`src/rtl/xbus_pkg.sv`:
```
package xbus_pkg;

    typedef enum logic [1:0] {
        ST_IDLE = 2'd0,
        ST_ACT  = 2'd1,
        ST_WAIT = 2'd2
    } xb_state_e;

    localparam int WCODE_W      = 2;
    localparam int WCODE_WR_BIT = 0;
    localparam int WCODE_RD_BIT = 1;

endpackage

```
`src/rtl/xbus_wait_lookup.sv`:
```
module xbus_wait_lookup
    import xbus_pkg::*;
#(
    parameter int ADDR_W      = 3,
    parameter int N_WAIT_ADDR = 7,
    localparam int CFG_W      = N_WAIT_ADDR * WCODE_W,
    localparam int N_ADDR     = 1 << ADDR_W
) (
    input  logic [CFG_W-1:0]  cfg,
    input  logic [ADDR_W-1:0] addr,
    input  logic              is_write,
    output logic              need_wait
);

    logic [WCODE_W-1:0] code_tab [N_ADDR];

    for (genvar n = 0; n < N_ADDR; n++) begin : g_code
        if (n < N_WAIT_ADDR) begin : g_cfg
            assign code_tab[n] = cfg[n*WCODE_W +: WCODE_W];
        end else begin : g_none
            assign code_tab[n] = '0;
        end
    end

    logic [WCODE_W-1:0] sel_code;

    always_comb begin
        sel_code  = code_tab[addr];
        need_wait = is_write ? sel_code[WCODE_WR_BIT] : sel_code[WCODE_RD_BIT];
    end

    // addresses above the coded range never wait
    always_comb begin
        if (int'(addr) >= N_WAIT_ADDR) begin
            p_no_wait_high_addr_r4: assert (!need_wait);
        end
    end

endmodule

```
`src/rtl/xbus_seq.sv`:
```
module xbus_seq
    import xbus_pkg::*;
#(
    parameter int ADDR_W = 3,
    parameter int DATA_W = 16
) (
    input  logic              clk,
    input  logic              rst_n,
    input  logic              req_valid,
    input  logic              req_write,
    input  logic [ADDR_W-1:0] req_addr,
    input  logic [DATA_W-1:0] req_wdata,
    input  logic              need_wait,
    input  logic              ext_hold,
    input  logic [DATA_W-1:0] bus_din,
    output logic              busy,
    output logic [ADDR_W-1:0] bus_addr,
    output logic              bus_dir,
    output logic              bus_en_n,
    output logic              bus_oe,
    output logic [DATA_W-1:0] bus_dout,
    output logic [DATA_W-1:0] rdata,
    output logic              done
);

    typedef struct packed {
        xb_state_e         state;
        logic [ADDR_W-1:0] addr;
        logic              write;
        logic [DATA_W-1:0] wdata;
        logic              wait_pend;
        logic [DATA_W-1:0] rdata;
        logic              done;
    } seq_regs_t;

    seq_regs_t r_q, r_d;

    always_comb begin
        r_d      = r_q;
        r_d.done = 1'b0;
        unique case (r_q.state)
            ST_IDLE: begin
                if (req_valid) begin
                    r_d.state     = ST_ACT;
                    r_d.addr      = req_addr;
                    r_d.write     = req_write;
                    r_d.wdata     = req_wdata;
                    r_d.wait_pend = need_wait;
                end
            end
            ST_ACT: begin
                if (r_q.wait_pend) begin
                    r_d.state     = ST_WAIT;
                    r_d.wait_pend = 1'b0;
                end else if (!ext_hold) begin
                    r_d.state = ST_IDLE;
                    r_d.done  = 1'b1;
                    if (!r_q.write) r_d.rdata = bus_din;
                end
            end
            ST_WAIT: begin
                if (!ext_hold) begin
                    r_d.state = ST_IDLE;
                    r_d.done  = 1'b1;
                    if (!r_q.write) r_d.rdata = bus_din;
                end
            end
            default: r_d.state = ST_IDLE;
        endcase
    end

    always_ff @(posedge clk or negedge rst_n) begin
        if (!rst_n) begin
            r_q <= '{state: ST_IDLE, addr: '0, write: 1'b0, wdata: '0,
                     wait_pend: 1'b0, rdata: '0, done: 1'b0};
        end else begin
            r_q <= r_d;
        end
    end

    always_comb begin
        busy     = (r_q.state != ST_IDLE);
        bus_en_n = !busy;
        bus_dir  = !(busy && r_q.write);
        bus_oe   = busy && r_q.write;
        bus_addr = r_q.addr;
        bus_dout = r_q.wdata;
        rdata    = r_q.rdata;
        done     = r_q.done;
    end

    // bus contents frozen while the strobe stays low
    p_hold_stable_r6: assert property (@(posedge clk) disable iff (!rst_n)
        (!bus_en_n && $past(!bus_en_n)) |->
            ($stable(bus_addr) && $stable(bus_dir) && $stable(bus_dout)));

    // a hold seen during the wait cycle keeps the strobe low
    p_hold_extends_r6: assert property (@(posedge clk) disable iff (!rst_n)
        (r_q.state == ST_WAIT && ext_hold) |=> !bus_en_n);

    // a pending automatic wait always adds a strobe cycle
    p_wait_adds_cycle_r3: assert property (@(posedge clk) disable iff (!rst_n)
        (r_q.state == ST_ACT && r_q.wait_pend) |=> !bus_en_n);

    // completion pulse lasts one cycle
    p_done_pulse_r10: assert property (@(posedge clk) disable iff (!rst_n)
        done |=> !done);

    // done follows the end of a strobe
    p_done_after_strobe_r2: assert property (@(posedge clk) disable iff (!rst_n)
        done |-> (bus_en_n && $past(!bus_en_n)));

    // idle with no request leaves the strobe high, hold or not
    p_idle_quiet_r7: assert property (@(posedge clk) disable iff (!rst_n)
        (!busy && !req_valid) |=> bus_en_n);

endmodule

```
`src/rtl/xbus_wait_ctrl.sv`:
```
module xbus_wait_ctrl
    import xbus_pkg::*;
#(
    parameter int ADDR_W      = 3,
    parameter int DATA_W      = 16,
    parameter int N_WAIT_ADDR = 7,
    localparam int CFG_W      = N_WAIT_ADDR * WCODE_W
) (
    input  logic              clk,
    input  logic              rst_n,
    input  logic              req_valid,
    input  logic              req_write,
    input  logic [ADDR_W-1:0] req_addr,
    input  logic [DATA_W-1:0] req_wdata,
    input  logic [CFG_W-1:0]  wait_cfg,
    input  logic              ext_hold,
    input  logic [DATA_W-1:0] bus_din,
    output logic              busy,
    output logic [ADDR_W-1:0] bus_addr,
    output logic              bus_dir,
    output logic              bus_en_n,
    output logic              bus_oe,
    output logic [DATA_W-1:0] bus_dout,
    output logic [DATA_W-1:0] rdata,
    output logic              done
);

    logic need_wait;

    xbus_wait_lookup #(
        .ADDR_W      (ADDR_W),
        .N_WAIT_ADDR (N_WAIT_ADDR)
    ) u_lookup (
        .cfg       (wait_cfg),
        .addr      (req_addr),
        .is_write  (req_write),
        .need_wait (need_wait)
    );

    xbus_seq #(
        .ADDR_W (ADDR_W),
        .DATA_W (DATA_W)
    ) u_seq (
        .clk       (clk),
        .rst_n     (rst_n),
        .req_valid (req_valid),
        .req_write (req_write),
        .req_addr  (req_addr),
        .req_wdata (req_wdata),
        .need_wait (need_wait),
        .ext_hold  (ext_hold),
        .bus_din   (bus_din),
        .busy      (busy),
        .bus_addr  (bus_addr),
        .bus_dir   (bus_dir),
        .bus_en_n  (bus_en_n),
        .bus_oe    (bus_oe),
        .bus_dout  (bus_dout),
        .rdata     (rdata),
        .done      (done)
    );

    // data drivers on only during a low write strobe
    p_drive_only_write_r5: assert property (@(posedge clk) disable iff (!rst_n)
        bus_oe |-> (!bus_en_n && !bus_dir));

endmodule

```
`config.mk`:
```
export PLATFORM = sky130hd
export DESIGN_NAME = xbus_wait_ctrl
export DESIGN_NICKNAME = d
export VERILOG_FILES = /design/src/rtl/xbus_pkg.sv /design/src/rtl/xbus_wait_lookup.sv /design/src/rtl/xbus_seq.sv /design/src/rtl/xbus_wait_ctrl.sv
export SDC_FILE = /design/constraint.sdc
export NUM_CORES = 1
export LEC_CHECK = 0
export ABC_CLOCK_PERIOD_IN_PS = 2320
export BUFFER_PORTS_ARGS = -buffer_cell sky130_fd_sc_hd__buf_2
export CORE_ASPECT_RATIO = 1.2
export CORE_MARGIN = 2
export CORE_UTILIZATION = 30
export CTS_BUF_LIST = sky130_fd_sc_hd__clkbuf_8
export CTS_CLUSTER_SIZE = 20
export DETAILED_ROUTE_END_ITERATION = 8
export GPL_TIMING_DRIVEN = 0
export SLEW_MARGIN = 20
export SYNTH_ARGS = -nofsm -noshare
export SYNTH_HDL_FRONTEND = slang
export SYNTH_SLANG_ARGS = --single-unit
```
`constraint.sdc`:
```
create_clock -name clk -period 2.32 [get_ports clk]
set_input_delay 0.116 -clock clk [delete_from_list [all_inputs] [get_ports clk]]
set_output_delay 0.116 -clock clk [all_outputs]
set_load 0.02 [all_outputs]
```
==> summary.txt <==
Outcome
  • Status: finished clean

CTS
  • Clock H-tree levels: 2
  • Cts bufs inserted: 5
  • Cts repair resizes: 0
  • CTS Hold Buffers Added: 1
  • Max Root-Sink Buffers: 2
  • Clock sink count: 40
  • Root buf cell: clkbuf_8
  • Clock slew at reported path FFs: ~0.08 ns
  • CTS tree: done
  • Post-CTS setup buffers: 0
  • Worst skew pair latency: 0.29 ns

Setup path
  • R2R depth: 7
  • Critical path class: register to register
  • Worst-path maximum fanout: 10
  • WP data required: approximately 2.5 ns
  • WP data arrival: just over 2 ns
  • Worst Setup End Kind: register
  • Critical Path Start Type: register

Route
  • Antenna-violating nets left: 0
  • Vias per cell: 4.21
  • DRC: 0
  • DRT Pass-1 Iters: 4
  • Final WL: about 4000 um
  • Detailed router's first-iteration violation count: 38
  • Via count: around 1,500
  • DR WL/cell: about 11 um

Yosys
  • YS warnings: 0
  • Synth async-reset ratio: 1.00
  • Mapped Area: approximately 0.0021 mm^2
  • EDFF count, synth: 0
  • Post-synthesis cell count: between 150 and 200
  • Syn_nets: about 230
  • Syn avg cell area: ~12 um^2
  • Seq cells post-synth: 40
  • Post-synthesis sequential area ratio: 0.478
  • Ys flop type: dfrtp_1
  • Distinct cell type count after synthesis: 26

Run
  • Max-cap violation count: 0

Timing
  • Fin Clk Skew: just over 0.007 ns
  • Final Critical Period: around 1.9 ns
  • Sum Neg Setup Slack: 0 ns
  • Final hold violations: 0
  • Fmax achieved: about 0.53 GHz
  • Worst-Margin Slew: around 0.90 ns
  • Period utilization: 0.811
  • Slew HR: 0.398
  • Slew Limit Fails: 0
  • RSZ-0062 raised after global routing: no
  • Final Setup Violations: 0

Power
  • Clk network pwr share: 0.161
  • PwrDens: 1290 mW/mm^2
  • Comb power frac: 0.524
  • Internal Power: ~2.2 mW
  • P_leak: 1.57 nW
  • Max IR drop VDD: a little under 600 uV
  • Sw Ratio: 0.381
  • Psw: 1.37 mW
  • Seq pwr share: 0.315

Final layout
  • Area growth, synth to finish: 32.9%
  • Final nets: ~330
  • Final non-filler cell total: ~360
  • Layout cell share with drive strength beyond 1: 0.601
  • Antenna cells: 0

Place
  • GP Congestion: ~0.74
  • Placed insts: about 350
  • Post-DP HPWL: 3100 um
  • IO Port Bufs: ~90

Die
  • Vert. Die Dim: between 90 and 100 um
  • Die ar.: 0.00766 mm^2
  • Placeable core area: around 0.0068 mm^2
  • Starting Density: 0.307
  • DIE WIDTH: around 80 um
  • # IOs: between 90 and 100
  • Placement Rows: 33

GRT
  • Grt total ovfl: 0
  • First-pass GRT wire length: approximately 6700 um
  • Largest net degree at the start of global routing: between 40 and 50
  • Initial antenna violation count: 0
  • Total GRT Usage: 0.111
  • Vias in the first global route: between 1,500 and 2,000

Min path
  • HP Class: input pin to register
  • Worst Hold Depth: 2
==> registers in the layout, indices dropped and copies added (netlist names) <==
register / count
u_seq.r_q: 4
u_seq.done: 1
u_seq.bus_dout: 16
u_seq.rdata: 16
u_seq.bus_addr: 3
==> power by group through the flow <==
stage | logic [mW] | registers, mW | clock network, mW
2_1_floorplan | 1.45 | 1.11 | 0
3_3_place_gp | 1.90 | 1.14 | 0
3_5_place_dp | 1.91 | 1.15 | 0
4_1_cts | 1.92 | 1.13 | 0.618
5_1_grt | 2.06 | 1.18 | 0.642
6_report | 1.88 | 1.13 | 0.579
==> worst max-delay path, stage by stage (launching register included) <==
cell and delay [ns]:
dfrtp_1 0.40, inv_1 0.08, ha_1 0.26, nor2b_2 0.21, o21ai_4 0.32, buf_6 0.23, mux2i_1 0.22, nor2_1 0.05
==> Yosys cell counts, types with 2 or more instances <==
cell type,instances,area share
buf_2,3,0.0072
buf_4,35,0.13
buf_6,3,0.016
dfrtp_1,40,0.48
ha_1,4,0.024
inv_1,5,0.0090
mux2_2,19,0.10
mux2i_1,18,0.086
nand2_1,6,0.011
nand2b_1,2,0.0060
nand3_1,2,0.0048
nand3b_1,2,0.0072
nor2_1,20,0.036
o2111ai_1,2,0.0084
o21ai_0,4,0.0096
==> cell families after synthesis <==
logic type,Yosys count,share of synthesized area
buffers and inverters,46,0.158
AO/OA/AOI/OAI,10,0.0436
flip-flops,40,0.478
multiplexers,39,0.212
AND/OR/NAND/NOR,37,0.0849
adder cells (fa/ha/maj),4,0.0239
==> stage by stage <==
stage	worst slack [ns]	hold slack [ns]	cell area [um^2]	power (mW)	utilization
floorplan	0.655	-0.180	2090	2.56	-
global route	0.280	0.0113	2780	3.88	0.408
global placement	0.439	0.306	2660	3.03	0.390
CTS	0.417	0.00597	2780	3.67	0.408
detailed placement	0.458	0.315	2660	3.05	0.390
finish	0.438	0.0190	2780	3.59	0.408
==> final timing paths <==
kind | endpoint | startpoint | slack [ns]
max in group asynchronous | u_seq.bus_dout[3] | rst_n | 1.26
worst min register to register | u_seq.bus_dout[3] | u_seq.bus_dout[3] | 0.51
worst max register to register | u_seq.rdata[9] | u_seq.r_q[39] | 0.44
worst max-delay path | u_seq.rdata[9] | u_seq.r_q[39] | 0.44
worst min-delay path | u_seq.done | ext_hold | 0.02
min in group asynchronous | u_seq.bus_dout[13] | rst_n | 0.49
==> layer usage <==
layer	track usage	wire length, um	vias to the layer above
met3	0.0313	323	5
met1	0.144	1730	701
li1	-	-	757
met2	0.179	1910	65
met5	0	0	-
met4	0.0381	57	0
==> placed cells by master, fill, tap and decap left out, drive strengths merged <==
cell and count:
mux2 19, bufinv 1, clkinvlp 1, o2bb2ai 1, nor2b 3, mux2i 18
nand2b 2, ha 4, o41ai 1, nand2 6, nor3b 1, dlygate4sd3 1
dfrtp 40, inv 6, buf 132, o21ai 5, o2111ai 2, clkbuf 5
nor2 21, nand3b 2, a211oi 1, nand3 2, mux4 2
==> cell type report <==
class,count,area [um^2]
Buffer,41,312
Clock buffer,5,68.8
Clock inverter,3,46.3
Fill cell,667,4030
Inverter,5,18.8
Multi-Input combinational cell,90,762
Sequential cell,40,1000
Tap cell,87,109
Timing Repair Buffer,92,465
Power figures use the tool's default switching activity.
